`config.mk`:
```
export PLATFORM = sky130hd
export DESIGN_NAME = lcd_bus_seq
export DESIGN_NICKNAME = d
export VERILOG_FILES = /design/src/rtl/lcd_bus_seq.sv
export SDC_FILE = /design/constraint.sdc
export NUM_CORES = 1
export LEC_CHECK = 0
export CORE_MARGIN = 1
export CORE_UTILIZATION = 40
export DETAILED_ROUTE_END_ITERATION = 10
export GPL_ROUTABILITY_DRIVEN = 1
export HOLD_SLACK_MARGIN = 0.02
export SYNTH_ARGS = -nofsm -noshare
export SYNTH_HDL_FRONTEND = slang
export SYNTH_SLANG_ARGS = --single-unit
```
`constraint.sdc`:
```
create_clock -name clk -period 5.4 [get_ports clk]
set_clock_uncertainty 0.2 [all_clocks]
set_input_delay 1.08 -clock clk [delete_from_list [all_inputs] [get_ports clk]]
set_output_delay 1.08 -clock clk [all_outputs]
set_load 0.02 [all_outputs]
```
`src/rtl/lcd_bus_seq.sv`:
```
module lcd_bus_seq #(
  parameter bit          FOUR_BIT   = 1'b1,
  parameter logic [3:0]  FSET_FLAGS = 4'b1000,
  parameter int unsigned T_POWERUP  = 8_000_000,
  parameter int unsigned T_SETUP    = 20,
  parameter int unsigned T_EHIGH    = 100,
  parameter int unsigned T_ELOW     = 100,
  parameter int unsigned T_CMD      = 11_000,
  parameter int unsigned T_LONG     = 440_000
) (
  input  logic       clk,
  input  logic       rst_n,
  input  logic       req_valid,
  output logic       req_ready,
  input  logic       req_is_data,
  input  logic [7:0] req_byte,
  output logic       lcd_e,
  output logic       lcd_rs,
  output logic       lcd_rw,
  output logic [7:0] lcd_d
);

  function automatic int unsigned mx(int unsigned a, int unsigned b);
    return (a > b) ? a : b;
  endfunction

  localparam int unsigned TMAX = mx(mx(mx(T_POWERUP, T_LONG), mx(T_CMD, T_SETUP)), mx(T_EHIGH, T_ELOW));
  localparam int          CW   = $clog2(TMAX + 1);
  localparam logic [CW-1:0] C_PWR  = CW'(T_POWERUP - 1);
  localparam logic [CW-1:0] C_SU   = CW'(T_SETUP - 1);
  localparam logic [CW-1:0] C_EH   = CW'(T_EHIGH - 1);
  localparam logic [CW-1:0] C_EL   = CW'(T_ELOW - 1);
  localparam logic [CW-1:0] C_CMD  = CW'(T_CMD - 1);
  localparam logic [CW-1:0] C_LONG = CW'(T_LONG - 1);
  localparam logic [2:0]    N_INIT = FOUR_BIT ? 3'd5 : 3'd4;

  typedef enum logic [2:0] {S_PWR, S_SETUP, S_EHI, S_ELO, S_WAIT, S_IDLE} st_t;

  st_t           state;
  logic [CW-1:0] cnt;
  logic [7:0]    byte_q;
  logic          rs_q, single_q, nib_lo, long_q;
  logic [2:0]    step;

  // {single strobe, byte} for each start-up item
  function automatic logic [8:0] init_item(logic [2:0] idx);
    if (idx < 3'd3)      return {1'b1, 8'h30};
    else if (idx == 3'd3) return FOUR_BIT ? {1'b1, 8'h20} : {1'b0, 4'b0011, FSET_FLAGS};
    else                  return {1'b0, 4'b0010, FSET_FLAGS};
  endfunction

  wire       cnt_done = (cnt == '0);
  wire [3:0] nib      = nib_lo ? byte_q[3:0] : byte_q[7:4];

  assign req_ready = (state == S_IDLE);
  assign lcd_e     = (state == S_EHI);
  assign lcd_rs    = rs_q;
  assign lcd_rw    = 1'b0;
  assign lcd_d     = FOUR_BIT ? {nib, 4'b0000} : byte_q;

  always_ff @(posedge clk or negedge rst_n) begin
    if (!rst_n) begin
      state    <= S_PWR;
      cnt      <= C_PWR;
      byte_q   <= '0;
      rs_q     <= 1'b0;
      single_q <= 1'b0;
      nib_lo   <= 1'b0;
      long_q   <= 1'b0;
      step     <= '0;
    end else begin
      case (state)
        S_PWR, S_WAIT: begin
          if (!cnt_done) cnt <= cnt - 1'b1;
          else if (step != N_INIT) begin
            {single_q, byte_q} <= init_item(step);
            rs_q   <= 1'b0;
            nib_lo <= 1'b0;
            long_q <= 1'b1;
            cnt    <= C_SU;
            state  <= S_SETUP;
          end else state <= S_IDLE;
        end
        S_SETUP: begin
          if (!cnt_done) cnt <= cnt - 1'b1;
          else begin cnt <= C_EH; state <= S_EHI; end
        end
        S_EHI: begin
          if (!cnt_done) cnt <= cnt - 1'b1;
          else begin cnt <= C_EL; state <= S_ELO; end
        end
        S_ELO: begin
          if (!cnt_done) cnt <= cnt - 1'b1;
          else if (FOUR_BIT && !single_q && !nib_lo) begin
            nib_lo <= 1'b1;
            cnt    <= C_SU;
            state  <= S_SETUP;
          end else begin
            cnt   <= long_q ? C_LONG : C_CMD;
            state <= S_WAIT;
            if (step != N_INIT) step <= step + 1'b1;
          end
        end
        S_IDLE: begin
          if (req_valid) begin
            byte_q   <= req_byte;
            rs_q     <= req_is_data;
            single_q <= 1'b0;
            nib_lo   <= 1'b0;
            long_q   <= !req_is_data && (req_byte[7:2] == 6'd0) && (req_byte[1:0] != 2'd0);
            cnt      <= C_SU;
            state    <= S_SETUP;
          end
        end
        default: state <= S_IDLE;
      endcase
    end
  end

  assert_rw_low_R10: assert property (@(posedge clk) disable iff (!rst_n) lcd_rw == 1'b0);
  assert_bus_stable_R7: assert property (@(posedge clk) disable iff (!rst_n)
    (lcd_e && $past(lcd_e)) |-> ($stable(lcd_d) && $stable(lcd_rs)));
  assert_closed_in_init_R4: assert property (@(posedge clk) disable iff (!rst_n)
    (step != N_INIT) |-> !req_ready);
  assert_closed_on_strobe_R4: assert property (@(posedge clk) disable iff (!rst_n)
    req_ready |-> !lcd_e);
  assert_pair_complete_R6: assert property (@(posedge clk) disable iff (!rst_n)
    req_ready |-> !nib_lo || !FOUR_BIT || single_q || (state == S_IDLE && step == N_INIT));
  assert_data_held_R7: assert property (@(posedge clk) disable iff (!rst_n)
    $rose(lcd_e) |-> $stable(lcd_d) && $stable(lcd_rs));

endmodule

```
==> run metrics, run 1 <==
Vert. Die Dim 82.3 um; Worst R2R End cnt[9]; grt ovf 0; IO Count 24; port bufs 18; routed len/inst 16.9 um; critical path class reg -> out; DP Area 0.00276 mm^2; net count reported at finish 301; Initial Utilization 42.5%; detailed-placement wirelength estimate 4240 um; Yosys top cell area share 25.3%; full die area 0.00677 mm^2; cell taking the most area after synthesis dfrtp_1; Layout Cells excl Fill 360; worst hold path depth 1; R2R Setup Slk 2.50 ns; max-cap check violation count 0; largest net degree at the start of global routing 42; Startpoint Class flip-flop; worst path cell trace and3b_1, clkdlybuf4s50_1; Post-Syn Instances 274; drt initial violations 130; final core occ 47.5%; Crit path required time 4.12 ns; CTS clock-pin slew for the worst setup and hold paths 0.08 ns; Inst Count DP 352; clk_lat worst skew 0.30 ns; Hold Buf Count CTS 0; Longest Clk Path Bufs 2; RSZ-0062 raised after global routing no; DRT Wirelength 6080 um; Yosys reg bits 41; CTS-repair resized insts 0; reg2reg start cnt[6]; yosys warns 0; EDFF count, synth 0; total clock sinks 41; leading post-synthesis cells by instance count dfrtp_1, a21oi_1, nor2_1; Tcrit/Tclk final 60.4%; CTS tree built; initial antenna violation count 0; buffers plus inverters on the worst setup path 1; slowest cell on the critical path clkdlybuf4s50_1; final hold viol count 0; worst hold margin 0.303 ns; DR vias/cell 5.95; Post-route DRC 0; Hold Path Class reg -> reg; Worst EP arrival 1.98 ns; Synth cell types 59; Mapped Avg Cell Area 9.40 um^2; max_slew headroom 34.4%; RD Place Congestion 0.784; vias in the first global route 2028; HP Start byte_q[0]; Max Transition Viols Final 0; Async S/R FF share, synth 100%; Crit path max-delay family buffers and inverters; row cnt 28; Hold Crit Endpoint byte_q[0]; Antenna Cells 0; mapped cell area 0.00258 mm^2; FMAX 307 MHz; P_leak 1.12 nW; crit path max fanout 13; Inserted Clock Buffers 5; clk root buf clkbuf_8; Setup violations, final 0; peak supply drop 0.0953 mV; power per cell area 204 mW/mm^2; top-count cell post-synth dfrtp_1; DR vias 2143; Die X-Extent 82.3 um; depth of the most critical reg-to-reg path 5; min cycle time layout 3.26 ns; setup TNS 0 ns; Area Growth Syn to Fin 11.8%; Tightest Pin Transition 0.984 ns; core footprint 0.00606 mm^2; final instance area 0.00288 mm^2; Seq/Total Area, Yosys 40.6%; GRT Util Overall 20.0%; status finished, final reports clean; Antenna Violating Nets Remaining 0; global-route wire length before repair 10100 um; Post-CTS Setup Inserts 0; ys flop type dfrtp_1; CTS H-tree depth 2; layout cell share with drive strength beyond 1 15.1%; worst stage delay on the critical path 0.68 ns; Pre-antenna DRT Iters 4; Worst setup EP type output pin; synth top area cells dfrtp_1, dfstp_2, a21oi_1
-- state kept, by name, summed over array words and instances, names as in the netlist --
register / count
cnt: 23
long_q: 1
step: 3
single_q: 1
byte_q: 8
nib_lo: 1
lcd_rs: 1
state: 3
-- routing by layer --
metal	part of all wire [%]	vias up	wire (um)	GRT usage, %
li1	-	1056	-	-
met1	48	1032	2920	27.3
met2	47	55	2860	33.0
met3	4.9	0	297	4.07
met4	0	0	0	3.16
met5	0	-	0	0
-- worst max-delay path by stage --
stage / depth (start not counted) / slack [ns] / start / to
floorplan: 2 / 2.96 / state[1] / lcd_e
global placement: 6 / 2.32 / req_valid / cnt[16]
detailed placement: 6 / 2.29 / req_valid / cnt[16]
CTS: 2 / 2.14 / state[2] / req_ready
global route: 2 / 2.01 / state[2] / req_ready
finish: 2 / 2.14 / state[2] / req_ready
-- cell type report --
cell class              count  area [um^2]
clock buffers               7         86.3
flip-flops and latches     41         1040
multi-input cells         209         1410
clock inverters             1         30.0
well taps                  75         93.8
fillers                   596         3180
repair buffers             19          183
inverters                   8         30.0
-- cells by family (layout without fill, tap and decap cells) --
kind of cell               Yosys count  in the layout  share of synthesized area [%]
AOI/OAI and AO/OA                   89             89                           24.7
xor gates and xnor gates             5              5                           1.70
buffers and inverters               28             35                           5.20
DFF                                 41             41                           40.6
other                                1              5                          0.146
muxes                               11             11                           4.71
adders and majority gates            5              5                           2.43
and+or+nand+nor                     94             94                           20.6
-- cells in the final DEF (no fill, tap or decap), drive strengths merged, types with 9 or more instances in the layout --
cell            n
o21ai          17
nand2          16
nor4           11
nor3           14
nor2           17
a21oi          18
dfrtp          26
clkdlybuf4s50  17
mux2            9
dfstp          15
a22o            9
-- through the flow --
step | total power [W] | worst slack (ns)
final | 0.000588 | 2.14
after detailed placement | 0.000332 | 2.29
after CTS | 0.000597 | 2.14
after floorplan | 0.000319 | 2.96
after global placement | 0.000331 | 2.32
after global routing | 0.000611 | 2.01
-- where the power goes --
group / switching [W] / internal, W
Sequential: 0 / 0.000307
Clock: 0.000112 / 0.000151
Combinational: 0.0000112 / 0.00000691
Total: 0.000123 / 0.000465
Power figures use the tool's default switching activity.
==> inputs of run 2 (changes only) <==
- clock period: 5.4 -> 3.3 ns (I/O delays scaled with it)
==> run 2 against run 1 <==
Net effect:
- setup slack lost 1.7 ns
- combinational power grew 63%
- design area grew 0.87%
- via count grew 1.2%
- count of clock-buffer cells in the layout shrank 1
- die area is the same
- first-iteration DRC count shrank 32%
- sequential share of layout area shrank 0.31 points
- total power grew 61%
- critical path depth is the same
- non-clock buffer count grew 4
==> run metrics, run 2 (synthesis gave the netlist of run 1 again) <==
status finished, final reports clean (unchanged); min cycle time layout 2.88 ns; Tcrit/Tclk final 87.4%; Startpoint Class flip-flop (unchanged); drt initial violations 89 (was 130); Longest Clk Path Bufs 2 (unchanged); Antenna Cells 0 (unchanged); max reg flops 23 (unchanged); DR vias/cell 5.96 (was 5.95); Die X-Extent 82.3 um (unchanged); CTS-repair resized insts 0 (unchanged); RD Place Congestion 0.801 (was 0.784); routed len/inst 16.3 um (was 16.9 um); Most flops, register cnt (unchanged); PnR Total Power 0.000946 W (was 0.000588 W); final hold viol count 0 (unchanged); Vert. Die Dim 82.3 um (unchanged); Inserted Clock Buffers 5 (unchanged); core footprint 0.00606 mm^2 (unchanged); Initial Utilization 42.5% (unchanged); Fillers 584 (was 596); crit path max fanout 13 (unchanged); peak supply drop 0.216 mV (was 0.0953 mV); DRT Wirelength 5950 um (was 6080 um); RSZ-0062 raised after global routing no (unchanged); Max Transition Viols Final 0 (unchanged); clk root buf clkbuf_8 (unchanged); Worst setup EP type output pin (unchanged); Pre-antenna DRT Iters 4 (unchanged); GRT Util Overall 19.6% (was 20.0%); Hold Buf Count CTS 0 (unchanged); final core occ 47.9% (was 47.5%); CTS tree built (unchanged); CTS H-tree depth 2 (unchanged); port bufs 18 (unchanged); layout cell share with drive strength beyond 1 16.3% (was 15.1%); Post-CTS Setup Inserts 0 (unchanged); max-cap check violation count 0 (unchanged); R2R Setup Slk 0.68 ns (was 2.50 ns); Tightest Pin Transition 0.921 ns (was 0.984 ns); IO Count 24 (unchanged); largest net degree at the start of global routing 42 (unchanged); Post-Place Worst Slack 0.638 ns (was 2.29 ns); DR vias 2168 (was 2143); global-route wire length before repair 9940 um (was 10100 um); FMAX 347 MHz; grt ovf 0 (unchanged); power per cell area 326 mW/mm^2 (was 204 mW/mm^2); vias in the first global route 2055 (was 2028); Hold Path Class in -> async (was reg -> reg); max_slew headroom 38.6% (was 34.4%); initial antenna violation count 0 (unchanged); total clock sinks 41 (unchanged); row cnt 28 (unchanged); clk_lat worst skew 0.30 ns (about the same); CTS clock-pin slew for the worst setup and hold paths 0.09 ns (was 0.08 ns); Worst EP arrival 2.02 ns (was 1.98 ns); P_leak 1.13 nW (was 1.12 nW); Setup violations, final 0 (unchanged); full die area 0.00677 mm^2 (unchanged); Post-route DRC 0 (unchanged); most common cell after layout, fill and taps aside dfrtp_1 (unchanged); critical path class reg -> out (unchanged); detailed-placement wirelength estimate 4200 um (was 4240 um); setup TNS 0 ns (unchanged); net count reported at finish 305 (was 301); most frequent cells in the layout dfrtp_1, nor2_1, a21oi_1, clkdlybuf4s50_1, o21ai_0 (unchanged); Antenna Violating Nets Remaining 0 (unchanged); Crit path required time 2.44 ns (was 4.12 ns); largest registers cnt (23), byte_q (8) (unchanged); Final WS setup 0.417 ns (was 2.14 ns); Area Growth Syn to Fin 12.8% (was 11.8%)
## run 2: cell count changes in the layout (fill, tap and decap cells not counted), sizes merged
| cell | before | now |
|---|---|---|
| clkinv | 0 | 1 |
| buf | 2 | 6 |
| clkbuf | 7 | 6 |
## run 2: path summary, 6_finish.rpt
kind / from / end / cells past startpoint
setup / recovery: state[2] / req_ready / 2
hold / removal: rst_n / cnt[18] / 1
setup reg to reg: cnt[16] / lcd_rs / 5
hold reg to reg: byte_q[0] / byte_q[0] / 1
max in group asynchronous: rst_n / cnt[15] / 1
min in group clk: byte_q[0] / byte_q[0] / 1
## run 2: per-stage QoR
| stage | hold slack (ns) | cells | instance area, um^2 |
|---|---|---|---|
| final | 0.296 | 364 | 2910 |
| after global routing | 0.311 | 364 | 2910 |
| after CTS | 0.305 | 364 | 2910 |
| after detailed placement | 0.286 | 356 | 2790 |
| after global placement | 0.284 | 356 | 2790 |
| after floorplan | 0.164 | 278 | 2590 |
## run 2: worst max-delay path: stages, from the launching register on
cell and delay [ns]:
dfrtp_1 0.60, and3b_1 0.45, clkdlybuf4s50_1 0.68
## run 2: routing by layer
layer,GRT usage (%),vias to the layer above,share of wire [%]
met5,0,-,0
met4,4.39,0,0.81
met3,4.40,8,5.1
met2,31.7,53,44
met1,26.5,1033,50
li1,-,1074,-
## run 2: layout make-up
class / count / area, um^2 / area share, %
Clock buffer: 6 / 72.6 / 2.50
Clock inverter: 2 / 38.8 / 1.34
Inverter: 8 / 30.0 / 1.03
Multi-Input combinational cell: 209 / 1410 / 48.6
Sequential cell: 41 / 1040 / 36.0
Tap cell: 75 / 93.8 / 3.23
Timing Repair Buffer: 23 / 213 / 7.32
## run 2: report_power, final
| group | internal (W) | switching (W) |
|---|---|---|
| Clock | 0.000227 | 0.000186 |
| Combinational | 0.0000113 | 0.0000184 |
| Sequential | 0.000503 | 0 |
| Total | 0.000742 | 0.000204 |
